**config.mk**
```make
export PLATFORM = sky130hd
export DESIGN_NAME = spi_rf_top
export DESIGN_NICKNAME = d
export VERILOG_FILES = /design/src/rtl/spi_rf_pkg.sv /design/src/rtl/spi_rf_sync.sv /design/src/rtl/spi_rf_shifter.sv /design/src/rtl/spi_rf_bank.sv /design/src/rtl/spi_rf_top.sv
export SDC_FILE = /design/constraint.sdc
export NUM_CORES = 1
export LEC_CHECK = 0
export ABC_AREA = 0
export BUFFER_PORTS_ARGS = -buffer_cell sky130_fd_sc_hd__buf_2
export CAP_MARGIN = 20
export CELL_PAD_IN_SITES_DETAIL_PLACEMENT = 1
export CELL_PAD_IN_SITES_GLOBAL_PLACEMENT = 2
export CORE_MARGIN = 2
export CORE_UTILIZATION = 39
export DETAILED_ROUTE_END_ITERATION = 12
export PLACE_DENSITY = 0.91
export SYNTH_ARGS = -nofsm -noshare
export SYNTH_HDL_FRONTEND = slang
export SYNTH_SLANG_ARGS = --single-unit
```
**constraint.sdc**
```tcl
create_clock -name clk_i -period 2.8 [get_ports clk_i]
set_clock_uncertainty 0.05 [all_clocks]
set_input_delay 0.28 -clock clk_i [delete_from_list [all_inputs] [get_ports clk_i]]
set_output_delay 0.28 -clock clk_i [all_outputs]
set_load 0.005 [all_outputs]
```
**src/rtl/spi_rf_pkg.sv**
```systemverilog
package spi_rf_pkg;
  localparam int DATA_W   = 10;
  localparam int ADDR_W   = 5;
  localparam int HDR_W    = 1 + ADDR_W;
  localparam int FRAME_W  = HDR_W + DATA_W;
  localparam int NUM_REGS = 1 << ADDR_W;
  localparam int CNT_W    = $clog2(FRAME_W + 2);
  localparam int IDX_W    = $clog2(DATA_W);

  typedef struct packed {
    logic                rd;
    logic [ADDR_W-1:0]   addr;
  } hdr_t;
endpackage

```
**src/rtl/spi_rf_sync.sv**
```systemverilog
module spi_rf_sync #(
  parameter int           W       = 3,
  parameter int           STAGES  = 2,
  parameter logic [W-1:0] RST_VAL = '0
) (
  input  logic         clk_i,
  input  logic         rst_ni,
  input  logic [W-1:0] d_i,
  output logic [W-1:0] q_o,
  output logic [W-1:0] prev_o
);
  logic [W-1:0] pipe_q [STAGES];
  logic [W-1:0] prev_q;

  always_ff @(posedge clk_i or negedge rst_ni) begin
    if (!rst_ni) begin
      for (int s = 0; s < STAGES; s++) pipe_q[s] <= RST_VAL;
      prev_q <= RST_VAL;
    end else begin
      pipe_q[0] <= d_i;
      for (int s = 1; s < STAGES; s++) pipe_q[s] <= pipe_q[s-1];
      prev_q <= pipe_q[STAGES-1];
    end
  end

  assign q_o    = pipe_q[STAGES-1];
  assign prev_o = prev_q;
endmodule

```
**src/rtl/spi_rf_shifter.sv**
```systemverilog
module spi_rf_shifter
  import spi_rf_pkg::*;
(
  input  logic               clk_i,
  input  logic               rst_ni,
  input  logic               sclk_s_i,
  input  logic               sclk_p_i,
  input  logic               cs_s_i,
  input  logic               cs_p_i,
  input  logic               din_s_i,
  input  logic [DATA_W-1:0]  rd_data_i,
  output hdr_t               hdr_o,
  output logic [FRAME_W-1:0] frame_o,
  output logic               commit_o,
  output logic               cs_rise_o,
  output logic               dout_o
);
  localparam logic [CNT_W-1:0] CNT_MAX  = CNT_W'(FRAME_W + 1);
  localparam logic [CNT_W-1:0] CNT_FULL = CNT_W'(FRAME_W);
  localparam logic [CNT_W-1:0] CNT_HDR  = CNT_W'(HDR_W);

  logic [CNT_W-1:0]   cnt_q;
  logic [FRAME_W-1:0] frame_q;
  hdr_t               hdr_q;
  logic               dout_q;
  logic               sclk_rise, sclk_fall;
  logic [CNT_W-1:0]   idx_full;
  logic [IDX_W-1:0]   idx;
  logic               in_data;

  assign sclk_rise = sclk_s_i & ~sclk_p_i;
  assign sclk_fall = ~sclk_s_i & sclk_p_i;
  assign cs_rise_o = cs_s_i & ~cs_p_i;
  // bit position of read data for the current count
  assign idx_full  = CNT_W'(FRAME_W - 1) - cnt_q;
  assign idx       = idx_full[IDX_W-1:0];
  assign in_data   = (cnt_q >= CNT_HDR) && (cnt_q < CNT_FULL);

  always_ff @(posedge clk_i or negedge rst_ni) begin
    if (!rst_ni) begin
      cnt_q   <= '0;
      frame_q <= '0;
      hdr_q   <= '0;
      dout_q  <= 1'b0;
    end else if (cs_s_i) begin
      cnt_q  <= '0;
      hdr_q  <= '0;
      dout_q <= 1'b0;
    end else begin
      if (sclk_rise) begin
        frame_q <= {frame_q[FRAME_W-2:0], din_s_i};
        if (cnt_q != CNT_MAX) cnt_q <= cnt_q + 1'b1;
        if (cnt_q == CNT_HDR - 1'b1) hdr_q <= {frame_q[HDR_W-2:0], din_s_i};
      end
      if (sclk_fall) dout_q <= (hdr_q.rd && in_data) ? rd_data_i[idx] : 1'b0;
    end
  end

  assign commit_o = cs_rise_o && (cnt_q == CNT_FULL) && !frame_q[FRAME_W-1];
  assign hdr_o    = hdr_q;
  assign frame_o  = frame_q;
  assign dout_o   = dout_q;

  assert_dout_idle_R6: assert property (@(posedge clk_i) disable iff (!rst_ni)
    (cs_s_i && $past(cs_s_i)) |-> !dout_o);

  assert_dout_write_R6: assert property (@(posedge clk_i) disable iff (!rst_ni)
    (!cs_s_i && cnt_q >= CNT_HDR && !hdr_q.rd) |=> !dout_o);

  assert_cnt_bound_R3: assert property (@(posedge clk_i) disable iff (!rst_ni)
    cnt_q <= CNT_MAX);
endmodule

```
**src/rtl/spi_rf_bank.sv**
```systemverilog
module spi_rf_bank #(
  parameter int N      = 32,
  parameter int DW     = 10,
  parameter int FIRST  = 0,
  parameter int RO_IDX = -1,
  localparam int AW    = $clog2(N)
) (
  input  logic          clk_i,
  input  logic          we_i,
  input  logic [AW-1:0] waddr_i,
  input  logic [DW-1:0] wdata_i,
  input  logic [AW-1:0] raddr_i,
  output logic [DW-1:0] rdata_o,
  output logic [N*DW-1:0] regs_o
);
  for (genvar i = 0; i < N; i++) begin : g_reg
    if (i < FIRST || i == RO_IDX) begin : g_none
      assign regs_o[i*DW +: DW] = '0;
    end else begin : g_store
      logic [DW-1:0] q;
      // no reset: contents undefined until written
      always_ff @(posedge clk_i) begin
        if (we_i && waddr_i == AW'(i)) q <= wdata_i;
      end
      assign regs_o[i*DW +: DW] = q;
    end
  end

  assign rdata_o = regs_o[raddr_i*DW +: DW];
endmodule

```
**src/rtl/spi_rf_top.sv**
```systemverilog
module spi_rf_top
  import spi_rf_pkg::*;
#(
  parameter int RB_ADDR    = 21,
  parameter int RB_EN_ADDR = 27,
  parameter int RB_EN_BIT  = 9,
  parameter int SYNC_STG   = 2
) (
  input  logic                         clk_i,
  input  logic                         rst_ni,
  input  logic                         sclk_i,
  input  logic                         cs_ni,
  input  logic                         din_i,
  output logic                         dout_o,
  input  logic [DATA_W-1:0]            status_i,
  output logic [NUM_REGS*DATA_W-1:0]   main_regs_o,
  output logic [NUM_REGS*DATA_W-1:0]   local_regs_o
);
  localparam logic [ADDR_W-1:0] RB_A = ADDR_W'(RB_ADDR);

  logic [2:0] pins_s, pins_p;
  logic sclk_s, sclk_p, cs_s, cs_p, din_s;

  spi_rf_sync #(.W(3), .STAGES(SYNC_STG), .RST_VAL(3'b010)) u_sync (
    .clk_i  (clk_i),
    .rst_ni (rst_ni),
    .d_i    ({din_i, cs_ni, sclk_i}),
    .q_o    (pins_s),
    .prev_o (pins_p)
  );

  assign {din_s, cs_s, sclk_s} = pins_s;
  assign sclk_p = pins_p[0];
  assign cs_p   = pins_p[1];

  hdr_t               hdr;
  logic [FRAME_W-1:0] frame;
  logic               commit, cs_rise;
  logic [DATA_W-1:0]  rd_data, main_rd, local_rd;

  spi_rf_shifter u_shift (
    .clk_i     (clk_i),
    .rst_ni    (rst_ni),
    .sclk_s_i  (sclk_s),
    .sclk_p_i  (sclk_p),
    .cs_s_i    (cs_s),
    .cs_p_i    (cs_p),
    .din_s_i   (din_s),
    .rd_data_i (rd_data),
    .hdr_o     (hdr),
    .frame_o   (frame),
    .commit_o  (commit),
    .cs_rise_o (cs_rise),
    .dout_o    (dout_o)
  );

  logic [ADDR_W-1:0] waddr;
  logic [DATA_W-1:0] wdata;
  logic              sel_local, rb_en, w_main, r_main;

  assign waddr     = frame[FRAME_W-2 -: ADDR_W];
  assign wdata     = frame[DATA_W-1:0];
  assign sel_local = main_regs_o[0];
  assign rb_en     = main_regs_o[RB_EN_ADDR*DATA_W + RB_EN_BIT];
  // address 0 always reaches main register 0 so the selector can be cleared
  assign w_main    = (waddr == '0) || !sel_local;
  assign r_main    = (hdr.addr == '0) || !sel_local;

  spi_rf_bank #(.N(NUM_REGS), .DW(DATA_W), .FIRST(0), .RO_IDX(RB_ADDR)) u_main (
    .clk_i   (clk_i),
    .we_i    (commit && w_main),
    .waddr_i (waddr),
    .wdata_i (wdata),
    .raddr_i (hdr.addr),
    .rdata_o (main_rd),
    .regs_o  (main_regs_o)
  );

  spi_rf_bank #(.N(NUM_REGS), .DW(DATA_W), .FIRST(1), .RO_IDX(-1)) u_local (
    .clk_i   (clk_i),
    .we_i    (commit && !w_main),
    .waddr_i (waddr),
    .wdata_i (wdata),
    .raddr_i (hdr.addr),
    .rdata_o (local_rd),
    .regs_o  (local_regs_o)
  );

  always_comb begin
    if (!r_main)              rd_data = local_rd;
    else if (hdr.addr == RB_A) rd_data = rb_en ? status_i : '0;
    else                      rd_data = main_rd;
  end

  assert_regs_stable_R2: assert property (@(posedge clk_i) disable iff (!rst_ni)
    !cs_s |=> ($stable(main_regs_o) && $stable(local_regs_o)));

  assert_sel_change_R4: assert property (@(posedge clk_i) disable iff (!rst_ni)
    !$stable(sel_local) |-> $past(cs_rise));
endmodule

```
## Word level (Yosys, flattened, before mapping)

Index checks and enable logic that the tools add are counted.

| operators by class | value |
|---|---|
| add/sub/neg operators | 2 |
| bitwise operators | 7 |
| reduce and logical (&&, ||, !) cells | 82 |
| equality and inequality tests | 35 |
| muxes and demuxes | 14 |
| shift-type cells | 2 |
| magnitude comparators | 3 |
| multipliers | 1 |

Operators with widths:

| kind | number |
|---|---|
| 320-bit by 10-bit variable part select with 10-bit output | 2 |
| 5-bit equality test (second input constant) | 18 |
| 1-bit logical AND | 68 |
| 5-bit by 4-bit equality test with 1-bit output (second input constant) | 8 |
| 10-bit two-way mux | 3 |
| 5-bit by 3-bit equality test with 1-bit output (second input constant) | 5 |
| 6-bit two-way mux | 3 |
| 5-bit two-way mux | 3 |
| 5-bit by 2-bit equality test with 1-bit output (second input constant) | 2 |
| 5-bit zero test | 2 |
| 5-bit by 3-bit multiplier with 8-bit output (second input constant) | 1 |
| 2-bit nonzero test | 4 |
| 2-bit AND reduction | 3 |
| 5-bit by 1-bit adder with 5-bit output (second input constant) | 1 |
| 5-bit by 1-bit equality test with 1-bit output (second input constant) | 1 |
| 5-bit by 3-bit greater-or-equal comparator with 1-bit output (second input constant) | 1 |
| 4-bit by 5-bit < comparator with 1-bit output (second input constant) | 1 |
| 5-bit < comparator (second input constant) | 1 |
| 5-bit inequality test (second input constant) | 1 |
| 1-bit binary-select mux with 4-bit select | 1 |
| 1-bit two-way mux | 4 |
| 1-bit inverter | 4 |
| 4-bit subtractor (first input constant) | 1 |
| 1-bit bitwise AND | 3 |
| other kinds (2) | 5 |

| storage, ports and cells | value |
|---|---|
| word-level logic and storage cells | 216 |
| output and inout port bits | 641 |
| bits in registers | 656 |
| bits of input ports | 15 |

## Longest topological paths before layout

| depth | value |
|---|---|
| depth in word-level cells | 9 |
| mapped depth | 13 |
| gate-level depth less buffers | 8 |

## By module

From an unflattened synthesis, not the netlist that was laid out.

| unflattened totals | value |
|---|---|
| cells, all modules | 1344 |
| area, all modules | 26406.6 um^2 |

Modules (own cells, without submodules):

| module | times used | area an instance (um^2) | cells an instance | seq. area each (um^2) |
|---|---|---|---|---|
| spi_rf_bank (u_main) | 1 | 12284.3 | 587 | 9308.9 |
| spi_rf_bank (u_local) | 1 | 12197.9 | 590 | 9308.9 |
| spi_rf_shifter | 1 | 1286.2 | 95 | 700.7 |
| spi_rf_top | 1 | 386.6 | 60 | 0.0 |
| spi_rf_sync | 1 | 251.5 | 12 | 229.0 |

## Worst setup path after synthesis

No wires, ideal clock.

| timing | value |
|---|---|
| kind | register -> register |
| from | register u_shift.hdr_q, in the netlist u_shift.hdr_o[1] |
| to | register u_shift.dout_q, in the netlist u_shift.dout_o |
| cell stages (with the launch flop) | 11 |
| arrival time | 2.348 ns |
| clock period less this slack | 2.522 ns |
| setup slack | 0.278 ns |
| data required time | 2.626 ns |
| setup time | 0.124 ns |
| path buffers | 2 |
| path through | dfrtp_1 > buf_4 > buf_2 > mux4_2 > mux2_2 > a21oi_1 > o22ai_1 > and2_1 > o311ai_2 > nand4_1 > a211o_1 |

| on the way | value |
|---|---|
| word-level cells in the longest chain between the ends | 9 |
| elaborated cells between the ends (all ways) | 13 |
| those cells by class | mul (1); eq/ne (1); shift (2); mux (7); reduce/logical (2) |

Ends and longest elaborated chain:

| item | RTL line | RTL |
|---|---|---|
| from (decl) | spi_rf_shifter.sv:24 | `hdr_t hdr_q;` |
| from (signal assigned) | spi_rf_shifter.sv:53 | `if (cnt_q == CNT_HDR - 1'b1) hdr_q <= {frame_q[HDR_W-2:0], din_s_i};` |
| 5-bit by 3-bit multiplier with 8-bit output | spi_rf_bank.sv:29 | `assign rdata_o = regs_o[raddr_i*DW +: DW];` |
| 320-bit by 10-bit variable part select with 10-bit output | spi_rf_bank.sv:29 |  |
| 10-bit two-way mux | spi_rf_top.sv:91 | `else if (hdr.addr == RB_A) rd_data = rb_en ? status_i : '0;` |
| 10-bit two-way mux * | spi_rf_top.sv:90 | `if (!r_main) rd_data = local_rd;` |
| 1-bit binary-select mux with 4-bit select * | spi_rf_shifter.sv:55 | `if (sclk_fall) dout_q <= (hdr_q.rd && in_data) ? rd_data_i[idx] : 1'b0;` |
| 1-bit two-way mux (not written as such) * | spi_rf_shifter.sv:55 |  |
| 1-bit two-way mux * (2 in a row) | spi_rf_shifter.sv:55 |  |
| 1-bit two-way mux * | spi_rf_shifter.sv:45 | `end else if (cs_s_i) begin` |
| to (signal assigned) | spi_rf_shifter.sv:55 |  |
| to (decl) | spi_rf_shifter.sv:25 | `logic dout_q;` |

Mark *: on every way between the ends. The rest lies on a longest branch, timed or not. The select of a mux whose other input is x is not followed.
A chain may end at the register's enable or synchronous reset.

## Final worst setup path

| timing | value |
|---|---|
| from | register u_shift.hdr_q, in the netlist u_shift.hdr_o[0] |
| to | register u_shift.dout_q, in the netlist u_shift.dout_o |

The elaborated chain is that of the path after synthesis.

==> metrics <==
minimum clock period=2980 ps; die width=263 um; vias in the first global route=18999; PwrDens=661 mW/mm2; Top Usage Layer GRT=met2; I/O Buffers=635; Syn Inst Count=1325; Clock transition at path regs=70 ps; number of distinct library cells after synthesis=67; CTS tree=built; layout cell share with drive strength beyond 1=0.542; final WL=between 100 and 150 mm; TritonCTS buffer count=72; clock root buffer=clkbuf_16; outcome=complete, but fails checks; gr usage total=0.321; Critical Path Start Type=flop; Hold Crit Class=primary input to flop; #FFs+latches synth=656; Reg power frac=0.536; worst slew pin tran=1040 ps; 1st-pass router iterations=5; asr flop ratio synth=0.0549; IO Pins=656; CP Class=flop to flop; non-filler instance count after layout=roughly 3100; H-Tree Depth=3; Initial Util=0.396; violated checks=negative setup slack; Hold WS=~200 ps; first-pass GRT wire length=around 160 mm; Final ANT Viol Nets=0; Clock Path Buffers=3; Max Freq=0.336 GHz; Internal Power=0.0175 W; Final HPWL DP=a little over 80 mm; # clock sinks=656; leak pwr=12.7 nW; grt total ovfl=0; CP Data Arrival Time=3420 ps; RSZ-0062 raised after global routing=yes; setup slack after layout=-177 ps; grt met1 use=0.407; met3 Use GR=0.0774; max_cap viols=0; # setup viols final=1; Seq/Total Area, Yosys=0.746; clock share of power=0.417; Iter 0 DRT Violations=2252; Final Max Slew Viols=0; Layout Nets=2234; Layout area overhead=33.5%; Psw=0.00556 W; Top FF cell, synth=edfxtp_1; clk_lat worst skew=610 ps; die height=263 um; Post-Syn Area=around 0.026 mm2; initial antenna violation count=10; Ys Warns=0; met2 Track Usage GR=0.544; Tcrit/Tclk final=1.06; largest net degree at the start of global routing=50; EDFF count, synth=620; drt wl/cell=36.0 um; max_slew headroom=0.304; Sw Ratio=0.241; VDD IR max=661 uV; pre-CTS setup slack=-474 ps; die footprint=0.0692 mm2; Worst Path Required=around 3300 ps; Final Hold Fails=0; RePlAce Congestion=0.946; via count=18571; element type at the critical path end=flop; Core ar.=0.0661 mm2; number of fill cells in the layout=6322; Placed Cells=2971; CP Max Fanout=8; syn avg cell area=19.7 um2; DRC viols=0; DR vias/cell=between 5 and 6; Core Rows=94; Combinational Power Share=0.047
-- metal layers --
layer / up-vias / wire (um)
met4: 4 / 3870
met2: 1357 / 56000
met5: - / 27
met3: 237 / 11200
li1: 7194 / -
met1: 9779 / 41900
-- through the flow --
step | power [W] | area (um2) | setup TNS [ps] | utilization
4_1_cts | 0.0232 | 34900 | -127 | 0.528
3_3_place_gp | 0.0136 | 31800 | -452 | 0.482
2_1_floorplan | 0.0126 | 26200 | 0 | -
3_5_place_dp | 0.0137 | 31800 | -474 | 0.482
5_1_grt | 0.0236 | 34900 | -277 | 0.528
6_report | 0.0231 | 34900 | -177 | 0.529
-- registers in the layout (all words and copies together), names as in the netlist, 2 cells and up --
signal	count
u_sync.q_o	3
u_sync.prev_o	2
u_local.g.g_store.q	310
u_shift.hdr_o	6
u_shift.cnt_q	5
u_sync.pipe_q	3
u_shift.frame_o	16
u_main.g.g_store.q	310
-- logic make-up (layout without fill, tap and decap cells) --
| kind of cell | count (synthesis) | count (layout) | synth area share |
|---|---|---|---|
| fa+ha+maj | 2 | 2 | 0.000956 |
| simple gates | 223 | 223 | 0.0405 |
| flops | 656 | 656 | 0.746 |
| mux | 208 | 208 | 0.150 |
| other cells | 1 | 26 | 0.000143 |
| xor+xnor | 4 | 4 | 0.00134 |
| buf+inv | 102 | 1032 | 0.0261 |
| compound gates | 129 | 129 | 0.0352 |
-- synth_stat cells, types with 4 or more instances --
cell type	number	share of area
nand2b_1	11	0.0026
nand2_1	35	0.0050
buf_1	4	0.00057
dfrtp_1	33	0.032
buf_4	35	0.010
mux2i_1	33	0.013
a22o_1	11	0.0037
a22oi_1	8	0.0023
edfxtp_1	620	0.71
nor3_1	8	0.0015
mux2_2	33	0.014
nand4_1	7	0.0017
a221oi_1	6	0.0020
a21oi_1	24	0.0046
clkbuf_1	19	0.0027
nor4_1	4	0.00096
o21ai_0	18	0.0034
o22ai_1	11	0.0026
nor2b_1	16	0.0038
nor2_1	90	0.013
nor3b_1	6	0.0017
buf_6	11	0.0047
mux4_2	139	0.12
inv_1	4	0.00057
a31oi_1	13	0.0031
buf_2	24	0.0046
a211oi_1	4	0.0011
nand3_1	30	0.0057
o211ai_1	6	0.0017
-- final timing paths --
check                            startpoint  depth (start not counted)  slack [ps]               end
max                        u_shift.hdr_o[0]                         13        -180    u_shift.dout_o
min                             status_i[8]                          4         200    u_shift.dout_o
max reg2reg                u_shift.hdr_o[0]                         13        -180    u_shift.dout_o
min reg2reg                u_sync.pipe_q[3]                          0         290     u_sync.q_o[0]
max in group asynchronous            rst_ni                          2        1610  u_shift.hdr_o[2]
min in group asynchronous            rst_ni                          2         380  u_shift.hdr_o[4]
-- layout by cell type, fill, tap and decap left out, types with 7 or more instances in the layout --
cell type,synthesis,routed
mux4_2,139,140
o21ai_1,1,7
edfxtp_1,620,620
mux2_2,33,33
clkinv_1,0,15
dfrtp_2,0,10
nor2_1,90,86
buf_12,2,32
nor3_1,8,7
dfrtp_1,33,19
nand2b_1,11,11
clkbuf_16,0,73
buf_2,24,635
conb_1,1,20
a22o_1,11,11
o21ai_0,18,10
buf_4,35,211
mux2i_1,33,31
clkinv_2,0,14
nand3_1,30,29
a31oi_1,13,11
nand2_1,35,33
clkbuf_1,19,8
bufinv_16,0,8
o22ai_1,11,9
nand4_1,7,7
buf_6,11,10
nor2b_1,16,15
a21oi_1,24,20
-- power by group through the flow --
stage	sequential (W)	clock, W	combinational [W]
6_report	0.0124	0.00964	0.00109
5_1_grt	0.0124	0.0101	0.00114
4_1_cts	0.0124	0.00971	0.00111
3_5_place_dp	0.0126	0	0.00109
3_3_place_gp	0.0125	0	0.00102
2_1_floorplan	0.0125	0	0.000121
-- worst max-delay path: stages (launching register included) --
cell and delay, ps:
dfrtp_4 550, buf_12 170, buf_12 150, buf_4 140, mux4_2 480, o22ai_4 230, buf_6 140, nor4_1 50
a21oi_1 140, buf_4 140, nand3_2 80, a21oi_2 160, nand4_1 120, a211o_1 270
-- area by class of cell --
class                      instances  area, um2  share of cell area
antenna                            6       15.0            0.000430
clock buffer                      81       1860              0.0531
clock inverter                    50        502              0.0144
inverter                           4       15.0            0.000430
multi-input combinational        586       6220               0.178
sequential                       656      19600               0.560
tap                              864       1080              0.0309
timing repair buffer             897       5690               0.163
-- timing repair --
| action | CTS | global route |
|---|---|---|
| hold endpoints to repair | 36 | 0 |
| gates cloned | 4 | 0 |
| setup buffers | 29 | 0 |
| gates resized for setup | 63 | 12 |
| setup endpoints to repair | 1 | 1 |
| hold buffers | 4 | 0 |
| pin swaps | 18 | 6 |
No activity file was read; power rests on OpenSTA's default activity.
